<file path="config.mk">
export PLATFORM = sky130hd
export DESIGN_NAME = pm_sup
export DESIGN_NICKNAME = d
export VERILOG_FILES = /design/src/rtl/pm_pkg.sv /design/src/rtl/pm_sync.sv /design/src/rtl/pm_deglitch.sv /design/src/rtl/pm_mode_fsm.sv /design/src/rtl/pm_sup.sv
export SDC_FILE = /design/constraint.sdc
export NUM_CORES = 1
export LEC_CHECK = 0
export BUFFER_PORTS_ARGS = -buffer_cell sky130_fd_sc_hd__buf_2
export CAP_MARGIN = 10
export CORE_MARGIN = 3
export CORE_UTILIZATION = 35
export DETAILED_ROUTE_END_ITERATION = 10
export PLACE_DENSITY_LB_ADDON = 0.15
export SKIP_CTS_REPAIR_TIMING = 1
export SYNTH_ARGS = -nofsm -noshare
export SYNTH_HDL_FRONTEND = slang
export SYNTH_SLANG_ARGS = --single-unit
</file>
<file path="constraint.sdc">
create_clock -name clk -period 4.05 [get_ports clk]
set_input_delay 0.2025 -clock clk [delete_from_list [all_inputs] [get_ports clk]]
set_output_delay 0.2025 -clock clk [all_outputs]
set_load 0.02 [all_outputs]
</file>
<file path="src/rtl/pm_pkg.sv">
package pm_pkg;

  typedef enum logic [1:0] {
    M_SHD = 2'd0,
    M_IN  = 2'd1,
    M_BAT = 2'd2,
    M_ODC = 2'd3
  } pm_mode_e;

  localparam logic [1:0] RAIL_OFF = 2'b00;
  localparam logic [1:0] RAIL_IN  = 2'b01;
  localparam logic [1:0] RAIL_BAT = 2'b10;

  // positions in the synchronized flag vector
  localparam int F_IN  = 0;
  localparam int F_BOK = 1;
  localparam int F_REL = 2;
  localparam int F_OVC = 3;
  localparam int F_SHT = 4;
  localparam int F_SD  = 5;
  localparam int F_WK  = 6;
  localparam int F_MEN = 7;
  localparam int NFLAG = 8;

  // positions in the deglitch-done vector
  localparam int D_IN  = 0;
  localparam int D_WK  = 1;
  localparam int D_ODC = 2;
  localparam int D_OVC = 3;
  localparam int NDG   = 4;

  function automatic logic [1:0] rail_of(pm_mode_e m);
    case (m)
      M_IN:    return RAIL_IN;
      M_BAT:   return RAIL_BAT;
      default: return RAIL_OFF;
    endcase
  endfunction

  function automatic logic is_on(pm_mode_e m);
    return (m == M_IN) || (m == M_BAT);
  endfunction

endpackage

</file>
<file path="src/rtl/pm_sync.sv">
module pm_sync #(
  parameter int W      = 8,
  parameter int STAGES = 2
) (
  input  logic         clk,
  input  logic         rst_n,
  input  logic [W-1:0] d_a,
  output logic [W-1:0] q
);
  logic [W-1:0] st [STAGES];

  always_ff @(posedge clk or negedge rst_n) begin
    if (!rst_n) begin
      for (int i = 0; i < STAGES; i++) st[i] <= '0;
    end else begin
      st[0] <= d_a;
      for (int i = 1; i < STAGES; i++) st[i] <= st[i-1];
    end
  end

  assign q = st[STAGES-1];
endmodule

</file>
<file path="src/rtl/pm_deglitch.sv">
module pm_deglitch #(
  parameter int LIMIT = 10
) (
  input  logic clk,
  input  logic rst_n,
  input  logic tick,
  input  logic cond,
  output logic done
);
  localparam int CW = $clog2(LIMIT + 1);
  localparam logic [CW-1:0] LIM = CW'(LIMIT);

  logic [CW-1:0] cnt;

  always_ff @(posedge clk or negedge rst_n) begin
    if (!rst_n)                 cnt <= '0;
    else if (!cond)             cnt <= '0;
    else if (tick && cnt != LIM) cnt <= cnt + 1'b1;
  end

  assign done = cond && (cnt == LIM);
endmodule

</file>
<file path="src/rtl/pm_mode_fsm.sv">
module pm_mode_fsm
  import pm_pkg::*;
(
  input  logic     clk,
  input  logic     rst_n,
  input  logic     in_ok,
  input  logic     bat_ok,
  input  logic     bat_rel,
  input  logic     sd,
  input  logic     wake,
  input  logic     shrt,
  input  logic     in_done,
  input  logic     wake_done,
  input  logic     ovc_done,
  input  logic     odc_done,
  output pm_mode_e mode,
  output logic     odc_latch
);
  pm_mode_e nxt;

  always_comb begin
    nxt = mode;
    case (mode)
      M_SHD, M_ODC: begin
        if (in_done)                  nxt = M_IN;
        else if (wake_done && bat_rel) nxt = M_BAT;
      end
      M_IN: begin
        if (!in_ok) nxt = (odc_latch || !bat_ok) ? M_ODC : M_BAT;
      end
      M_BAT: begin
        if (in_ok)            nxt = M_IN;
        else if (shrt)        nxt = M_SHD;
        else if (ovc_done)    nxt = M_SHD;
        else if (odc_done)    nxt = M_ODC;
        else if (sd && !wake) nxt = M_SHD;
      end
      default: nxt = M_SHD;
    endcase
  end

  always_ff @(posedge clk or negedge rst_n) begin
    if (!rst_n) begin
      mode      <= M_SHD;
      odc_latch <= 1'b0;
    end else begin
      mode <= nxt;
      if (mode == M_ODC) odc_latch <= 1'b1;
      else if (bat_rel)  odc_latch <= 1'b0;
    end
  end
endmodule

</file>
<file path="src/rtl/pm_sup.sv">
module pm_sup
  import pm_pkg::*;
#(
  parameter int IN_HOLD_MS   = 240,
  parameter int WAKE_HOLD_MS = 1200,
  parameter int ODC_HOLD_MS  = 60,
  parameter int OVC_HOLD_MS  = 10,
  parameter int SYNC_STAGES  = 2
) (
  input  logic       clk,
  input  logic       rst_n,
  input  logic       ms_tick,
  input  logic       in_ok_a,
  input  logic       bat_ok_a,
  input  logic       bat_rel_a,
  input  logic       ovc_a,
  input  logic       short_a,
  input  logic       sd_a,
  input  logic       wake_a,
  input  logic       meas_en_a,
  output logic [1:0] mode_o,
  output logic [1:0] rail_sel,
  output logic       reg_en,
  output logic       meas_sw
);
  localparam int LIMS [NDG] = '{IN_HOLD_MS, WAKE_HOLD_MS, ODC_HOLD_MS, OVC_HOLD_MS};

  logic [NFLAG-1:0] flg_a, flg_s;
  logic [NDG-1:0]   dg_cond, dg_done;
  pm_mode_e         mode;
  logic             odc_latch;
  logic             off_mode, bat_mode;

  assign flg_a = {meas_en_a, wake_a, sd_a, short_a, ovc_a, bat_rel_a, bat_ok_a, in_ok_a};

  pm_sync #(.W(NFLAG), .STAGES(SYNC_STAGES)) u_sync (
    .clk(clk), .rst_n(rst_n), .d_a(flg_a), .q(flg_s)
  );

  assign off_mode = (mode == M_SHD) || (mode == M_ODC);
  assign bat_mode = (mode == M_BAT);

  assign dg_cond[D_IN]  = off_mode && flg_s[F_IN];
  assign dg_cond[D_WK]  = off_mode && flg_s[F_WK] && !flg_s[F_IN];
  assign dg_cond[D_ODC] = bat_mode && !flg_s[F_BOK];
  assign dg_cond[D_OVC] = bat_mode && flg_s[F_OVC];

  for (genvar g = 0; g < NDG; g++) begin : g_dg
    pm_deglitch #(.LIMIT(LIMS[g])) u_dg (
      .clk(clk), .rst_n(rst_n), .tick(ms_tick),
      .cond(dg_cond[g]), .done(dg_done[g])
    );
  end

  pm_mode_fsm u_fsm (
    .clk(clk), .rst_n(rst_n),
    .in_ok(flg_s[F_IN]), .bat_ok(flg_s[F_BOK]), .bat_rel(flg_s[F_REL]),
    .sd(flg_s[F_SD]), .wake(flg_s[F_WK]), .shrt(flg_s[F_SHT]),
    .in_done(dg_done[D_IN]), .wake_done(dg_done[D_WK]),
    .ovc_done(dg_done[D_OVC]), .odc_done(dg_done[D_ODC]),
    .mode(mode), .odc_latch(odc_latch)
  );

  assign mode_o   = mode;
  assign rail_sel = rail_of(mode);
  assign reg_en   = is_on(mode);
  assign meas_sw  = flg_s[F_MEN] && is_on(mode) && !flg_s[F_OVC]
                    && !flg_s[F_SHT] && !odc_latch;
endmodule

</file>
==> flow_metrics.env <==
export IMPL_run_status="finished, final reports clean"
export IMPL_postSynthAreaPerCell_um2=10.9
export IMPL_cts_buffers=5
export IMPL_drtAntennaViolNets=0
export IMPL_crit_chain="inv_1 -> ha_1 -> nand3b_1 -> o41a_1 -> a221o_1 -> o32ai_1"
export IMPL_hp_class="input port to asynchronous set/reset pin"
export IMPL_p_per_area_nw_per_um2=341
export IMPL_layout_drive_gt1_share_pct=11.5
export IMPL_worstPathMaxFanout=12
export IMPL_path_delay_family="compound AO/OA/AOI/OAI gates"
export IMPL_ir_drop_v=0.000276
export IMPL_setup_viol=0
export IMPL_min_period_over_period_pct=62.0
export IMPL_seqPwrFrac_pct=56.3
export IMPL_p_sw_share_pct=21.8
export IMPL_utilization_pct=42.7
export IMPL_clkPwrFrac_pct=39.1
export IMPL_die_w_um=86.0
export IMPL_clkTransAtPathRegs_ns=0.09
export IMPL_critPathKind="flop to flop"
export IMPL_power_frac_comb_pct=4.6
export IMPL_arrival_ns=2.72
export IMPL_intPower_mw=0.689
export IMPL_num_io_pins=17
export IMPL_final_hold_viol_count=0
export IMPL_synth_edff_count=0
export IMPL_crit_start="u_fsm.mode[0]$_DFFE_PN0P_"
export IMPL_grt_usage_pct=11.9
export IMPL_wl_per_cell_um=13.0
export IMPL_via_per_inst=4.88
export IMPL_clock_latency_ns=0.30
export IMPL_finalPower_mw=0.881
export IMPL_worstMarginPinSlew_ns=1.05
export IMPL_yosysUniqueCellTypes=40
export IMPL_syn_to_final_growth_pct=15.7
export IMPL_final_max_slew_violation_count=0
export IMPL_dr_pass1_iters=4
export IMPL_start_util_pct=36.9
export IMPL_die_h_um=86.0
export IMPL_fin_worst_skew_ns=0.00352
export IMPL_syn_nets=229
export IMPL_synth_cell_area_um2=2240
export IMPL_timing_rr_start="u_fsm.mode[0]$_DFFE_PN0P_"
export IMPL_dpl_hpwl_um=2700
export IMPL_synth_ff_type="dfrtp_1"
export IMPL_fin_nets=256
export IMPL_slowest_stage="o41a_1"
export IMPL_ys_ff_latch=48
export IMPL_slew_headroom_pct=30.0
export IMPL_cts_buffer_depth=2
export IMPL_syn_instance_count=206
export IMPL_htreeDepth=2
export IMPL_routed_wirelength_um=4010
export IMPL_p_switching_mw=0.192
export IMPL_p_leak_nw=1.16
export IMPL_min_period_ns=2.51
export IMPL_cts_sinks=48
export IMPL_grt_pass1_vias=1424
export IMPL_cp_slowest_stage_delay_ns=0.55
export IMPL_post_route_drc_count=0
export IMPL_dieArea_um2=7390
export IMPL_portBuffers=16
export IMPL_vias=1508
export IMPL_ys_warn_count=0
export IMPL_cts_tree="done"
export IMPL_fin_setup_tns_ns=0
export IMPL_fmax_mhz=398
export IMPL_cts_root_buf="clkbuf_8"
export IMPL_overflow=0
export IMPL_rsz0062_at_grt="no"
export IMPL_endpoint_kind="flop"
export IMPL_ys_seq_area_share_pct=53.7
export IMPL_cap_viol_max_count=0
export IMPL_grt_pass1_wl_um=6840
export IMPL_grt_max_degree=49
export IMPL_antenna_found_initial=0
export IMPL_worstPathRequired_ns=4.26
export IMPL_ys_async_sr_fraction_pct=100
export IMPL_rows=28
export IMPL_gp_congestion=0.812
export IMPL_dr_first_iter_drc_count=48
export IMPL_n_antenna_cell=0
export IMPL_core_area_um2=6060
export IMPL_crit_path_start_kind="flop"
export IMPL_crit_buf_inv=1
==> power by group through the flow <==
stage	sequential [mW]	clock (mW)	combinational, mW
after detailed placement	0.506	0	0.0363
final	0.496	0.344	0.0408
after CTS	0.496	0.358	0.0366
after global routing	0.498	0.378	0.0474
after floorplan	0.504	0	0.0179
after global placement	0.506	0	0.0364
==> worst paths after layout <==
kind                                                   end  slack (ns)  cells past startpoint
hold / removal             g_dg[2].u_dg.cnt[0]$_DFFE_PN0P_        0.08                      1
min in group clk                     u_sync.q[7]$_DFF_PN0_        0.35                      0
max in group asynchronous  g_dg[0].u_dg.cnt[5]$_DFFE_PN0P_        3.33                      1
setup / recovery                 u_fsm.mode[1]$_DFFE_PN0P_        1.54                      6
setup reg to reg                 u_fsm.mode[1]$_DFFE_PN0P_        1.54                      6
hold reg to reg                      u_sync.q[7]$_DFF_PN0_        0.35                      0
==> Yosys cell counts (2+ instances only) <==
cell	n	area share, %
nand2b_1	2	0.56
nand3_1	6	1.3
and4_1	4	1.6
nand4_1	6	1.7
mux2i_1	3	1.3
xnor2_1	7	2.7
and3_1	4	1.1
clkbuf_1	4	0.67
nand3b_1	3	1.0
ha_1	12	6.7
o21ai_0	7	1.6
a21oi_1	5	1.1
nand4b_1	2	0.78
nand2_1	9	1.5
o211ai_1	4	1.3
nor2_1	29	4.9
inv_1	14	2.3
dfrtp_1	48	54
or3_1	3	0.84
xor2_1	14	5.5
==> stage by stage <==
stage               std cells  cell area [µm²]  hold WS (ns)  worst slack, ns
global placement          293             2400         0.310             1.61
floorplan                 206             2240       -0.0931             1.82
detailed placement        293             2400         0.312             1.55
global route              309             2590         0.168             1.37
finish                    309             2590        0.0846             1.54
CTS                       301             2510       -0.0108             1.51
==> sequential cells by signal, summed over array words and instances, names as in the netlist <==
| register | count |
|---|---|
| g_dg.u_dg.cnt | 29 |
| u_sync.q | 8 |
| u_sync.st | 8 |
| u_fsm.mode | 2 |
| u_fsm.odc_latch | 1 |
==> kinds of logic (layout without fill, tap and decap cells) <==
| kind of cell | Yosys count | in the layout | share of synthesized area (%) |
|---|---|---|---|
| xor gates and xnor gates | 21 | 21 | 8.22 |
| AOI/OAI and AO/OA | 28 | 28 | 8.84 |
| muxes | 4 | 4 | 1.85 |
| and+or+nand+nor | 75 | 75 | 17.7 |
| DFF | 48 | 48 | 53.7 |
| adders and majority gates | 12 | 12 | 6.71 |
| buffers and inverters | 18 | 46 | 3.02 |
==> final cells by class <==
class | count | area, µm²
flip-flops and latches | 48 | 1200
fillers | 596 | 3470
inverters | 14 | 52.6
multi-input cells | 140 | 968
well taps | 75 | 93.8
repair buffers | 24 | 160
clock inverters | 3 | 42.5
clock buffers | 5 | 68.8
==> per-layer routing <==
metal / GRT usage [%] / part of all wire, % / up-vias
li1: - / - / 769
met1: 17.3 / 53 / 707
met2: 16.4 / 42 / 26
met3: 3.46 / 3.8 / 6
met4: 4.75 / 1.6 / 0
met5: 0 / 0 / -
==> layout by cell type, fill, tap and decap left out, types with 2 or more instances in the layout <==
cell type,count
dfrtp_1,48
nor2_1,29
buf_2,16
inv_1,14
xor2_1,14
ha_1,12
nand2_1,9
dlygate4sd3_1,8
xnor2_1,7
o21ai_0,7
nand3_1,6
nand4_1,6
a21oi_1,5
clkbuf_8,5
and4_1,4
o211ai_1,4
and3_1,4
nand3b_1,3
mux2i_1,3
or3_1,3
nand4b_1,2
nand2b_1,2
No activity file was read; power rests on OpenSTA's default activity.
